$ cat config.mk
export PLATFORM = sky130hd
export DESIGN_NAME = cpwm_deadband
export DESIGN_NICKNAME = d
export VERILOG_FILES = /design/src/rtl/cpwm_pkg.sv /design/src/rtl/cpwm_period.sv /design/src/rtl/cpwm_shaper.sv /design/src/rtl/cpwm_deadband.sv
export SDC_FILE = /design/constraint.sdc
export NUM_CORES = 1
export LEC_CHECK = 0
export BUFFER_PORTS_ARGS = -buffer_cell sky130_fd_sc_hd__buf_2
export CAP_MARGIN = 20
export CELL_PAD_IN_SITES_DETAIL_PLACEMENT = 0
export CELL_PAD_IN_SITES_GLOBAL_PLACEMENT = 1
export CORE_UTILIZATION = 39
export CTS_CLUSTER_DIAMETER = 30
export DETAILED_ROUTE_END_ITERATION = 16
export GPL_TIMING_DRIVEN = 0
export PLACE_DENSITY_LB_ADDON = 0.25
export SLEW_MARGIN = 20
export SYNTH_ARGS = -nofsm -noshare
export SYNTH_HDL_FRONTEND = slang
export SYNTH_HIERARCHICAL = 1
export SYNTH_SLANG_ARGS = --single-unit
$ cat constraint.sdc
create_clock -name clk -period 2.4 [get_ports clk]
set_input_delay 0.12 -clock clk [delete_from_list [all_inputs] [get_ports clk]]
set_output_delay 0.12 -clock clk [all_outputs]
set_load 0.05 [all_outputs]
$ cat src/rtl/cpwm_pkg.sv
package cpwm_pkg;

    // Run state shared by the period sequencer and the output shaper
    typedef enum logic {
        PH_IDLE = 1'b0,
        PH_RUN  = 1'b1
    } run_e;

    // Clamp a requested duty into the legal range 0..limit
    function automatic int unsigned clamp_duty(input int unsigned req, input int unsigned limit);
        return (req > limit) ? limit : req;
    endfunction

endpackage

$ cat src/rtl/cpwm_period.sv
module cpwm_period
    import cpwm_pkg::*;
#(
    parameter int HALF_SCALE = 31,
    parameter int DT_W       = 5,
    localparam int PERIOD    = 2 * HALF_SCALE,
    localparam int CNT_W     = $clog2(PERIOD),
    localparam int DUTY_W    = $clog2(PERIOD + 1)
) (
    input  logic              clk,
    input  logic              rst_n,
    input  logic              en_i,
    input  logic [DUTY_W-1:0] duty_i,
    input  logic [DT_W-1:0]   dead_i,
    output run_e              run_o,
    output logic [CNT_W-1:0]  cnt_o,
    output logic [DUTY_W-1:0] duty_o,
    output logic [DT_W-1:0]   dead_o
);

    localparam logic [CNT_W-1:0]  LAST_POS  = CNT_W'(PERIOD - 1);
    localparam logic [DUTY_W-1:0] FULL_DUTY = DUTY_W'(PERIOD);

    typedef struct packed {
        run_e              run;
        logic [CNT_W-1:0]  cnt;
        logic [DUTY_W-1:0] duty;
        logic [DT_W-1:0]   dead;
    } per_state_t;

    per_state_t st_d, st_q;
    logic [DUTY_W-1:0] duty_clamped;

    always_comb begin
        duty_clamped = DUTY_W'(clamp_duty(int'(duty_i), int'(FULL_DUTY)));
        st_d = st_q;
        if (st_q.run == PH_IDLE) begin
            if (en_i) begin
                st_d.run  = PH_RUN;
                st_d.cnt  = '0;
                st_d.duty = duty_clamped;
                st_d.dead = dead_i;
            end
        end else if (st_q.cnt == LAST_POS) begin
            // period boundary: continue with fresh settings or fall idle
            if (en_i) begin
                st_d.cnt  = '0;
                st_d.duty = duty_clamped;
                st_d.dead = dead_i;
            end else begin
                st_d.run = PH_IDLE;
                st_d.cnt = '0;
            end
        end else begin
            st_d.cnt = st_q.cnt + CNT_W'(1);
        end
    end

    always_ff @(posedge clk) begin
        if (!rst_n) begin
            st_q.run  <= PH_IDLE;
            st_q.cnt  <= '0;
            st_q.duty <= '0;
            st_q.dead <= '0;
        end else begin
            st_q <= st_d;
        end
    end

    assign run_o  = st_q.run;
    assign cnt_o  = st_q.cnt;
    assign duty_o = st_q.duty;
    assign dead_o = st_q.dead;

    AST_RUN_TO_END: assert property (@(posedge clk) disable iff (!rst_n)
        (run_o == PH_RUN && cnt_o != LAST_POS) |=> (run_o == PH_RUN));
    AST_HOLD_SETTINGS: assert property (@(posedge clk) disable iff (!rst_n)
        (run_o == PH_RUN && cnt_o != LAST_POS) |=> ($stable(duty_o) && $stable(dead_o)));
    AST_WRAP_ZERO: assert property (@(posedge clk) disable iff (!rst_n)
        (run_o == PH_RUN && cnt_o == LAST_POS && en_i) |=> (run_o == PH_RUN && cnt_o == '0));
    AST_START_ZERO: assert property (@(posedge clk) disable iff (!rst_n)
        (run_o == PH_IDLE && en_i) |=> (run_o == PH_RUN && cnt_o == '0));
    AST_DUTY_RANGE: assert property (@(posedge clk) disable iff (!rst_n)
        (run_o == PH_RUN) |-> (duty_o <= FULL_DUTY));

endmodule

$ cat src/rtl/cpwm_shaper.sv
module cpwm_shaper
    import cpwm_pkg::*;
#(
    parameter int HALF_SCALE = 31,
    parameter int DT_W       = 5,
    localparam int PERIOD    = 2 * HALF_SCALE,
    localparam int CNT_W     = $clog2(PERIOD),
    localparam int DUTY_W    = $clog2(PERIOD + 1),
    localparam int SUM_W     = ((DUTY_W > DT_W) ? DUTY_W : DT_W) + 1
) (
    input  logic              clk,
    input  logic              rst_n,
    input  run_e              run_i,
    input  logic [CNT_W-1:0]  cnt_i,
    input  logic [DUTY_W-1:0] duty_i,
    input  logic [DT_W-1:0]   dead_i,
    output logic              pwm_o,
    output logic              pwmn_o
);

    typedef struct packed {
        logic pwm;
        logic pwmn;
    } out_state_t;

    out_state_t out_d, out_q;
    logic [SUM_W-1:0] pos_w, duty_w, dead_w, low_start_w;

    always_comb begin
        pos_w       = SUM_W'(cnt_i);
        duty_w      = SUM_W'(duty_i);
        dead_w      = SUM_W'(dead_i);
        low_start_w = duty_w + dead_w;
        if (run_i == PH_RUN) begin
            // high phase opens after the dead gap; an empty window means no pulse
            out_d.pwm  = (pos_w >= dead_w) && (pos_w < duty_w);
            out_d.pwmn = (pos_w >= low_start_w);
        end else begin
            out_d.pwm  = 1'b0;
            out_d.pwmn = 1'b1;
        end
    end

    always_ff @(posedge clk) begin
        if (!rst_n) begin
            out_q.pwm  <= 1'b0;
            out_q.pwmn <= 1'b1;
        end else begin
            out_q <= out_d;
        end
    end

    assign pwm_o  = out_q.pwm;
    assign pwmn_o = out_q.pwmn;

    AST_NO_OVERLAP: assert property (@(posedge clk) disable iff (!rst_n)
        !(pwm_o && pwmn_o));
    AST_IDLE_LEVELS: assert property (@(posedge clk) disable iff (!rst_n)
        (run_i == PH_IDLE) |=> (!pwm_o && pwmn_o));
    AST_NO_PULSE_CLAMP: assert property (@(posedge clk) disable iff (!rst_n)
        (run_i == PH_RUN && dead_i >= DT_W'(0) && SUM_W'(dead_i) >= SUM_W'(duty_i)) |=> !pwm_o);

endmodule

$ cat src/rtl/cpwm_deadband.sv
module cpwm_deadband
    import cpwm_pkg::*;
#(
    parameter int HALF_SCALE = 31,
    parameter int DT_W       = 5,
    localparam int PERIOD    = 2 * HALF_SCALE,
    localparam int CNT_W     = $clog2(PERIOD),
    localparam int DUTY_W    = $clog2(PERIOD + 1)
) (
    input  logic              clk,
    input  logic              rst_n,
    input  logic              en_i,
    input  logic [DUTY_W-1:0] duty_i,
    input  logic [DT_W-1:0]   dead_i,
    output logic              pwm_o,
    output logic              pwmn_o
);

    run_e              run_w;
    logic [CNT_W-1:0]  cnt_w;
    logic [DUTY_W-1:0] duty_w;
    logic [DT_W-1:0]   dead_w;

    cpwm_period #(
        .HALF_SCALE(HALF_SCALE),
        .DT_W      (DT_W)
    ) u_period (
        .clk   (clk),
        .rst_n (rst_n),
        .en_i  (en_i),
        .duty_i(duty_i),
        .dead_i(dead_i),
        .run_o (run_w),
        .cnt_o (cnt_w),
        .duty_o(duty_w),
        .dead_o(dead_w)
    );

    cpwm_shaper #(
        .HALF_SCALE(HALF_SCALE),
        .DT_W      (DT_W)
    ) u_shaper (
        .clk   (clk),
        .rst_n (rst_n),
        .run_i (run_w),
        .cnt_i (cnt_w),
        .duty_i(duty_w),
        .dead_i(dead_w),
        .pwm_o (pwm_o),
        .pwmn_o(pwmn_o)
    );

    AST_RESET_LEVELS: assert property (@(posedge clk)
        !rst_n |=> (!pwm_o && pwmn_o));

endmodule

==> impl_metrics.tcl <==
set metrics [dict create \
    worst_ep_arrival_time_ns 2.42 \
    core_um2 3440 \
    avgSynthCellArea_um2 8.35 \
    grt_max_degree 12 \
    numPortBuffers 15 \
    synth_common_cells "23 x ha_1, 20 x dfxtp_1, 20 x nand2_1" \
    routed_via_density 5.38 \
    power.total_mw 0.788 \
    clk_latency_ns 0.26 \
    yosysTopAreaCell "dfxtp_1" \
    num_vias 1285 \
    drv_slew 0 \
    clkTransAtPathRegs_ns 0.08 \
    power_density_nw_per_um2 471 \
    synth_edf_count 0 \
    synthCells 173 \
    fmax_mhz 441 \
    drc 0 \
    synthFlopType "dfxtp_1" \
    dr.pass1.iters 4 \
    drtIter0Drc 46 \
    grt_use_total 0.191 \
    yosysWarnings 6 \
    slew-limit-headroom 0.732 \
    n_fill_cell 368 \
    min_path_type "input pin to flop" \
    required_ns 2.55 \
    timing.rr.start "u_period/duty_o[1]" \
    leakagePower_nw 0.697 \
    area_growth_pct 15.9 \
    post-dp-hpwl_um 2660 \
    cts_inserted_buffers 3 \
    antenna_found_initial 0 \
    cts_tree "yes" \
    hold-worst-slack_ns 0.0816 \
    period_share 0.946 \
    rsz0062_at_grt "false" \
    final_util 0.486 \
    diodes 0 \
    synth_seq_cells 20 \
    async_flop_share 0 \
    setup-violations-final 0 \
    max-cap-violations 0 \
    synth_area_leaders "dfxtp_1 28%, ha_1 20%, o21ai_0 6.2%" \
    cp-startpoint "u_period/duty_o[1]" \
    cts.path.max_buffers 2 \
    worstMarginPinSlew_ns 0.402 \
    worst_setup_path_start_kind "flop" \
    die_w_um 62.8 \
    period_needed_ns 2.27 \
    grt_pass1_wl_um 5950 \
    nets 232 \
    status "finished, final reports clean" \
    cts-root-buf "clkbuf_8" \
    holdCritStartpoint "dead_i[2]" \
    crit_fanout 3 \
    cp-end-kind "flop" \
    cts_num_sinks 20 \
    syn-num-nets 211 \
    die_h_um 62.8 \
    place_congestion 0.811 \
    ios 16 \
    syn-cell-area_um2 1440 \
    wire_per_inst_um 14.4 \
    yosysMostFrequentCell "ha_1" \
    initial_utilization 0.419 \
    antenna_left 0 \
    clock-skew-final_ns 0.00526 \
    hold_viol 0 \
    first_global_vias 1219 \
    row_count 21 \
    seq_area_frac_synth 0.277 \
    synth.top_cell.area_share 0.277 \
    drive_gt1_frac 0.187 \
    drt_wl_total_um 3440 \
    vdd_ir_drop_max_mv 0.197 \
    grt-ovfl-total 0 \
    cts_max_level 1 \
    dieArea_um2 3950 \
    criticalPathCategory "flop to flop" \
    synth_cell_type_count 43 \
]
[repair_timing]
item	in CTS	in global routing
buffers inserted	0	1
pin swaps	0	2
endpoints found under the setup margin	1	1
resized for setup	4	3
hold buffers	0	0
[critical path, stage by stage (launching register included)]
cell       delay (ns)
dfxtp_1          0.34
ha_1             0.32
a211oi_1         0.27
o21bai_1         0.12
a21oi_1          0.18
xnor2_1          0.14
ha_1             0.30
and3_1           0.20
a2111oi_4        0.21
a21oi_2          0.08
[layer usage]
metal  GRT usage  part of all wire  vias up
met5           0                 0        -
li1            -                 -      666
met1       0.256              0.49      582
met4      0.0552             0.013        0
met2       0.314              0.46       33
met3      0.0274             0.037        4
[worst paths after layout]
kind                                            to  slack, ns  depth (start not counted)
worst max register to register     u_shaper/pwmn_o       0.13                          9
worst min-delay path            u_period/dead_o[2]       0.08                          3
worst max-delay path               u_shaper/pwmn_o       0.13                          9
worst min register to register  u_period/duty_o[2]       0.50                          2
[registers in the layout, indices dropped and copies added, names as in the netlist]
signal and cells:
u_shaper/pwmn_o 1, u_period/duty_o 6, u_period/cnt_o 6, u_period/run_o 1, u_period/dead_o 5, u_shaper/pwm_o 1
[layout make-up]
cell class                 instances  area (µm²)  share of cell area
inverter                          13        48.8              0.0291
buffer                             6        38.8              0.0232
multi-input combinational        134         988               0.590
timing repair buffer              16        82.6              0.0493
clock buffer                       4        55.1              0.0329
tap                               46        57.6              0.0344
sequential                        20         403               0.241
[per-stage QoR]
stage	setup TNS (ns)	std cells	setup WS [ns]	instance area [µm²]
2_1_floorplan	0	173	0.0495	1440
3_3_place_gp	-0.123	234	-0.123	1580
3_5_place_dp	-0.194	234	-0.194	1580
4_1_cts	0	238	0.0323	1650
5_1_grt	0	239	0.0187	1670
6_report	0	239	0.131	1670
[cells in the final DEF, fill, tap and decap left out, types with 3 or more instances in the layout]
cell type,synthesis,layout
dfxtp_1,20,18
ha_1,23,22
o21ai_0,18,18
nand2_1,20,20
a21oi_1,7,7
a31oi_1,3,3
buf_2,3,18
nand3_1,16,16
nand4_1,4,4
clkbuf_8,0,4
a21o_1,3,3
inv_1,13,13
nor2_1,4,4
and2_1,3,3
[kinds of logic after synthesis]
family          Yosys count  share of synthesized area
flops                    20                      0.277
fa+ha+maj                24                      0.213
compound gates           48                      0.219
xor+xnor                  3                     0.0182
simple gates             59                      0.211
buf+inv                  19                     0.0607
[power by group]
group          switching (mW)  total (mW)  internal (mW)
Clock                   0.117       0.263          0.146
Sequential             0.0179       0.367          0.349
Combinational          0.0917       0.159         0.0669
No activity file was read; power rests on OpenSTA's default activity.
